## src/rtl/dcw_pkg.sv

```systemverilog
// Package: shared tag-kind encoding for the chained DMA tag walker.
// Assumes a 3-bit decoded kind supplied by the tag decoder.
package dcw_pkg;
    typedef enum logic [2:0] {
        KIND_REF_END   = 3'd0,
        KIND_COUNT     = 3'd1,
        KIND_NEXT      = 3'd2,
        KIND_REF       = 3'd3,
        KIND_REF_STALL = 3'd4,
        KIND_CALL      = 3'd5,
        KIND_RETURN    = 3'd6,
        KIND_END       = 3'd7
    } tag_kind_e;

    localparam int unsigned QWORD_BYTES = 16;
endpackage

```

## src/rtl/dcw_addr_calc.sv

```systemverilog
// Module: dcw_addr_calc
// Purely combinational next-address decision for one tag. It produces
// the next data/tag addresses, the end flag and the stack push/pop requests.
// Assumes the stack reports full/empty/legal-pop status for the current pointer.
module dcw_addr_calc
    import dcw_pkg::*;
#(
    parameter int unsigned AW = 32,
    parameter int unsigned QW = 16
) (
    input  logic [2:0]    kind_i,
    input  logic          stack_mode_i,
    input  logic [AW-1:0] tag_addr_i,
    input  logic [AW-1:0] data_addr_i,
    input  logic [QW-1:0] qw_count_i,
    input  logic          stack_full_i,
    input  logic          pop_ok_i,
    input  logic [AW-1:0] pop_addr_i,
    output logic [AW-1:0] next_data_o,
    output logic [AW-1:0] next_tag_o,
    output logic          end_o,
    output logic          push_o,
    output logic          pop_o,
    output logic [AW-1:0] push_addr_o
);
    localparam logic [AW-1:0] STEP = AW'(QWORD_BYTES);

    logic [AW-1:0] after_tag;
    logic [AW-1:0] after_data;

    // Address of the quadword after the tag and the address after its payload.
    always_comb begin
        after_tag  = tag_addr_i + STEP;
        after_data = after_tag + (AW'(qw_count_i) << 4);
    end

    // Per-kind selection of the next addresses and stack actions.
    always_comb begin
        next_data_o = data_addr_i;
        next_tag_o  = tag_addr_i;
        end_o       = 1'b0;
        push_o      = 1'b0;
        pop_o       = 1'b0;
        push_addr_o = after_data;
        unique case (tag_kind_e'(kind_i))
            KIND_REF_END: end_o = 1'b1;
            KIND_COUNT: begin
                next_data_o = after_tag;
                next_tag_o  = after_data;
            end
            KIND_NEXT: begin
                next_data_o = after_tag;
                next_tag_o  = data_addr_i;
            end
            KIND_REF, KIND_REF_STALL: next_tag_o = after_tag;
            KIND_CALL: begin
                if (stack_mode_i) begin
                    next_data_o = after_tag;
                    if (stack_full_i) begin
                        end_o = 1'b1;
                    end else begin
                        next_tag_o = data_addr_i;
                        push_o     = 1'b1;
                    end
                end
            end
            KIND_RETURN: begin
                if (stack_mode_i) begin
                    next_data_o = after_tag;
                    if (pop_ok_i) begin
                        next_tag_o = pop_addr_i;
                        pop_o      = 1'b1;
                    end else begin
                        end_o = 1'b1;
                    end
                end
            end
            KIND_END: begin
                next_data_o = after_tag;
                end_o       = 1'b1;
            end
            default: ;
        endcase
    end
endmodule

```

## src/rtl/dcw_ret_stack.sv

```systemverilog
// Module: dcw_ret_stack
// Return-address stack of DEPTH slots with a fill pointer. Push writes
// slot[ptr] and increments; pop reads slot[ptr-1], clears it and decrements.
// Assumes the caller never pushes when full nor pops when pop_ok_o is low.
module dcw_ret_stack #(
    parameter int unsigned AW    = 32,
    parameter int unsigned DEPTH = 2,
    localparam int unsigned PW   = $clog2(DEPTH + 1)
) (
    input  logic                clk,
    input  logic                rst_n,
    input  logic                push_i,
    input  logic                pop_i,
    input  logic [AW-1:0]       push_addr_i,
    output logic [PW-1:0]       ptr_o,
    output logic                full_o,
    output logic                pop_ok_o,
    output logic [AW-1:0]       top_addr_o,
    output logic [DEPTH*AW-1:0] slots_o
);
    logic [PW-1:0] ptr_q;
    logic [AW-1:0] slot_q [DEPTH];

    // Fill pointer: up on push, down on pop.
    always_ff @(posedge clk) begin
        if (!rst_n)      ptr_q <= '0;
        else if (push_i) ptr_q <= ptr_q + 1'b1;
        else if (pop_i)  ptr_q <= ptr_q - 1'b1;
    end

    for (genvar i = 0; i < DEPTH; i++) begin : g_slot
        // Slot i: written by a push at pointer i, cleared by a pop at pointer i+1.
        always_ff @(posedge clk) begin
            if (!rst_n)                                slot_q[i] <= '0;
            else if (push_i && ptr_q == PW'(i))        slot_q[i] <= push_addr_i;
            else if (pop_i && ptr_q == PW'(i + 1))     slot_q[i] <= '0;
        end
        assign slots_o[i*AW +: AW] = slot_q[i];
    end

    // Status and top-of-stack read for the current pointer.
    always_comb begin
        full_o     = (ptr_q >= PW'(DEPTH));
        pop_ok_o   = (ptr_q != '0) && (ptr_q <= PW'(DEPTH));
        top_addr_o = '0;
        for (int j = 0; j < DEPTH; j++) begin
            if (ptr_q == PW'(j + 1)) top_addr_o = slot_q[j];
        end
    end

    assign ptr_o = ptr_q;
endmodule

```

## src/rtl/dma_chain_walker.sv

```systemverilog
// Module: dma_chain_walker
// Top of the chained-DMA tag walker. On start_i it evaluates one tag,
// commits the next data/tag addresses and stack update on the next edge,
// and pulses result_valid_o for one cycle. Outputs hold between strobes.
// Assumes tag fields are stable while start_i is high.
module dma_chain_walker #(
    parameter int unsigned AW    = 32,
    parameter int unsigned QW    = 16,
    parameter int unsigned DEPTH = 2,
    localparam int unsigned PW   = $clog2(DEPTH + 1)
) (
    input  logic                clk,
    input  logic                rst_n,
    input  logic                start_i,
    input  logic                stack_mode_i,
    input  logic [2:0]          kind_i,
    input  logic [AW-1:0]       tag_addr_i,
    input  logic [AW-1:0]       data_addr_i,
    input  logic [QW-1:0]       qw_count_i,
    output logic                result_valid_o,
    output logic                chain_end_o,
    output logic [AW-1:0]       data_addr_o,
    output logic [AW-1:0]       tag_addr_o,
    output logic [PW-1:0]       stack_ptr_o,
    output logic [DEPTH*AW-1:0] stack_slots_o
);
    logic          full, pop_ok, push_req, pop_req, end_d;
    logic [AW-1:0] pop_addr, push_addr, data_d, tag_d;

    dcw_addr_calc #(.AW(AW), .QW(QW)) u_calc (
        .kind_i       (kind_i),
        .stack_mode_i (stack_mode_i),
        .tag_addr_i   (tag_addr_i),
        .data_addr_i  (data_addr_i),
        .qw_count_i   (qw_count_i),
        .stack_full_i (full),
        .pop_ok_i     (pop_ok),
        .pop_addr_i   (pop_addr),
        .next_data_o  (data_d),
        .next_tag_o   (tag_d),
        .end_o        (end_d),
        .push_o       (push_req),
        .pop_o        (pop_req),
        .push_addr_o  (push_addr)
    );

    dcw_ret_stack #(.AW(AW), .DEPTH(DEPTH)) u_stack (
        .clk         (clk),
        .rst_n       (rst_n),
        .push_i      (start_i && push_req),
        .pop_i       (start_i && pop_req),
        .push_addr_i (push_addr),
        .ptr_o       (stack_ptr_o),
        .full_o      (full),
        .pop_ok_o    (pop_ok),
        .top_addr_o  (pop_addr),
        .slots_o     (stack_slots_o)
    );

    // Result registers: load on start, hold otherwise; valid is a one-cycle pulse.
    always_ff @(posedge clk) begin
        if (!rst_n) begin
            result_valid_o <= 1'b0;
            chain_end_o    <= 1'b0;
            data_addr_o    <= '0;
            tag_addr_o     <= '0;
        end else begin
            result_valid_o <= start_i;
            if (start_i) begin
                chain_end_o <= end_d;
                data_addr_o <= data_d;
                tag_addr_o  <= tag_d;
            end
        end
    end
endmodule

```

## config.mk

```make
export PLATFORM = sky130hd
export DESIGN_NAME = dma_chain_walker
export DESIGN_NICKNAME = d
export VERILOG_FILES = /design/src/rtl/dcw_pkg.sv /design/src/rtl/dcw_addr_calc.sv /design/src/rtl/dcw_ret_stack.sv /design/src/rtl/dma_chain_walker.sv
export SDC_FILE = /design/constraint.sdc
export NUM_CORES = 1
export LEC_CHECK = 0
export BUFFER_PORTS_ARGS = -buffer_cell sky130_fd_sc_hd__buf_2
export CORE_MARGIN = 2
export CORE_UTILIZATION = 30
export CTS_CLUSTER_SIZE = 12
export DETAILED_ROUTE_END_ITERATION = 6
export REMOVE_ABC_BUFFERS = 1
export SLEW_MARGIN = 40
export SYNTH_ARGS = -nofsm -noshare
export SYNTH_HDL_FRONTEND = slang
export SYNTH_HIERARCHICAL = 1
export SYNTH_SLANG_ARGS = --single-unit
export TNS_END_PERCENT = 1
```

## constraint.sdc

```tcl
create_clock -name clk -period 5.3 [get_ports clk]
set_input_delay 0.53 -clock clk [delete_from_list [all_inputs] [get_ports clk]]
set_output_delay 0.53 -clock clk [all_outputs]
set_load 0.03 [all_outputs]
```

==> results.txt <==
final hold vios: 0
Via density: 5.23
reg2reg path depth: 12
worst r2r src: u_stack/ptr_o[0]
Compound-Gate Fraction of Synth Area: 17.6%
hold_buf cts: 0
num rows: 62
largest net degree at the start of global routing: 45
main combinational cell family by area after synthesis: simple AND/OR/NAND/NOR gates
# IOs: 219
Worst Setup End Kind: flop
Synth Area in XOR/XNOR: 4.54%
met2 WL: 14.7 mm
max cap viols: 0
Num Clock Sinks: 132
residual DRC count: 0
RSZ-0062 raised after global routing: false
worst reg-to-reg setup slack: 2200 ps
simple-gate area share of the yosys netlist: 21.6%
top layer in use: met5
Avg Synthesized Cell Area: 9.51 µm²
Adder-Cell Fraction of Synth Area: 3.91%
Critical Path Max Stage Delay: 580 ps
area grow syn2layout: 21.2%
setup bufs post-CTS: 0
CTS clk-pin slew, worst paths: 60 ps
crit-path max FO: 10
Cell Area, Synth: 8840 µm²
Final setup viols: 0
die area: 30,900 µm²
Worst Hold Class: in -> reg
synth unique cells: 82
CP dominant cell by count: nand3_1
tightest hold margin: 423 ps
critical path's slowest cell: o21ai_1
warnings from Yosys: 6
Max H-tree Level: 4
Hold Crit Endpoint: u_stack/slot_q[1][2]
most frequent cells in the layout: buf_2 (217), mux2i_1 (68), nor2b_1 (68), dfxtp_1 (68), edfxtp_1 (64)
worst skew pair latency: 430 ps
Resize count post-CTS: 0
GPL Wtd Cong: 0.851
DRT met1 WL: 14.8 mm
Initial Util: 30.6%
met3 routed WL: 2.55 mm
first-pass GRT wire length: 49.0 mm
initial antenna violation count: 9
DRT Pass-1 Iters: 5
Clock Tree Buf Depth: 2
Nets: 1,229
r2r endpoint: tag_addr_o[27]
GRT Util Overall: 21.1%
Chip Width: 176 µm
post-DR wirelength/cell: 21.6 µm
ANT nets after route: 0
GRT overflow: 0
Slew @ Worst Pin: 884 ps
crit path DAT: 4380 ps
Final Total Pwr: 0.00300 W
total power divided by cell area: 280 nW/µm²
Final min period: 4060 ps
critical-path cell list: buf_2 -> and4_1 -> nand4_2 -> nor2_1 -> nand3_1 -> xor2_1 -> inv_1 -> ha_1 -> nand3_1 -> inv_1 -> nand3_1 -> o21ai_1 -> nand4_1 -> mux2i_1 -> o32a_1 -> mux2i_1 -> nor2b_1
Worst Hold Path Cells: 2
CP Class: in -> reg
Max Slew Vio Count: 0
Seq/Total Area, Yosys: 37.1%
FMAX: 246 MHz
run status: complete, no violations
Tcrit/Tclk final: 76.7%
Req. time, crit path: 5620 ps
via count: 7,951
slew margin rel.: 41.1%
detailed placer's ending HPWL: 23.0 mm
Post-synth top flop: dfxtp_1
Post-Syn Instances: 929
vias in the first global route: 7,950
Critical Path Start Type: input pin
most common cell after layout, fill and taps aside: buf_2
CTS tree: done
worst hold path startpoint: tag_addr_i[2]
setup TNS: 0 ps
post-synthesis mux area share: 9.23%
EDFF count, synth: 64
initial DRC count: 694
post-synthesis register bit count: 132
core footprint: 28,900 µm²
clock buffer count from CTS: 17
Post-synth ARST share: 0%
P_leak: 4.67 nW
drt total wl: 32.8 mm
Max IR drop VDD: 161 µV
clk_skew: 11.3 ps
chip height: 176 µm
CTS Root Cell: clkbuf_16
PortBufs: 218
layout cells sized above 1: 29.0%
-- worst max path at each step --
stage / from / end / cells past startpoint
after floorplan: kind_i[1] / data_addr_o[0] / 6
after detailed placement: tag_addr_i[6] / tag_addr_o[28] / 17
final: tag_addr_i[6] / tag_addr_o[28] / 17
after global routing: tag_addr_i[6] / tag_addr_o[28] / 17
after CTS: tag_addr_i[6] / tag_addr_o[28] / 17
after global placement: tag_addr_i[6] / tag_addr_o[28] / 15
-- power breakdown --
part	switching, W	leakage [nW]	internal, W	total, W
clock	0.000491	0.259	0.000640	0.00113
combinational	0.000466	3.18	0.000249	0.000715
sequential	0.0000300	1.24	0.00113	0.00116
total	0.000986	4.67	0.00201	0.00300
-- stage by stage --
step | util [%] | area (µm²) | worst slack, ps | std cells
finish | 37.1 | 10700 | 1240 | 1520
CTS | 37.1 | 10700 | 1310 | 1512
global route | 37.1 | 10700 | 937 | 1516
detailed placement | 35.2 | 10100 | 871 | 1480
global placement | 35.1 | 10100 | 991 | 1480
floorplan | - | 8440 | 1020 | 866
-- worst max-delay path, delay by kind of cell --
family / cells / cell delay, ps
compound gates: 2 / 870
xor+xnor: 1 / 190
fa+ha+maj: 1 / 320
simple gates: 8 / 1820
buf+inv: 3 / 330
mux: 2 / 310
-- sequential cells by signal, summed over array words and instances (netlist names) --
signal,cells
tag_addr_o,32
result_valid_o,1
u_stack/ptr_o,2
u_stack/slot_q,64
chain_end_o,1
data_addr_o,32
-- cells by family after synthesis --
kind of cell             after synthesis
adder cells (fa/ha/maj)               27
AO/OA/AOI/OAI                        216
multiplexers                          80
AND/OR/NAND/NOR                      332
buffers and inverters                 97
XOR/XNOR                              45
flip-flops                           132
-- final cells by class --
class                      count  area, µm²
antenna                        8       20.0
tap                          384        480
inverter                      34        128
clock buffer                  18        429
sequential                   132       3280
timing repair buffer         230       1180
multi-input combinational    700       5070
fill                        3034      18100
clock inverter                14        115
-- synth_stat cells (7+ instances only) --
library cell | number | area share [%]
nand2_1 | 48 | 2.0
a221o_1 | 16 | 1.8
ha_1 | 26 | 3.7
a222oi_1 | 9 | 1.0
nand4_1 | 13 | 0.92
and2_2 | 23 | 2.0
buf_4 | 14 | 1.2
nor2_1 | 56 | 2.4
a22oi_1 | 12 | 1.0
or2_2 | 7 | 0.50
mux2i_1 | 68 | 7.7
o21ai_0 | 25 | 1.4
a21o_1 | 7 | 0.59
clkbuf_1 | 31 | 1.3
inv_1 | 34 | 1.4
nor2b_1 | 68 | 4.8
edfxtp_1 | 64 | 22
and2_1 | 50 | 3.5
nand3_1 | 19 | 1.1
nor3_1 | 9 | 0.51
a21oi_1 | 59 | 3.3
dfxtp_1 | 68 | 15
a22o_1 | 31 | 3.1
xor2_1 | 14 | 1.4
mux2_2 | 12 | 1.5
xnor2_1 | 30 | 3.0
-- metal layers --
layer,GRT usage (%),up-vias
li1,-,3755
met1,28.8,3794
met2,33.3,356
met3,4.78,42
met4,6.47,4
met5,0,-
No activity file was read; power rests on OpenSTA's default activity.
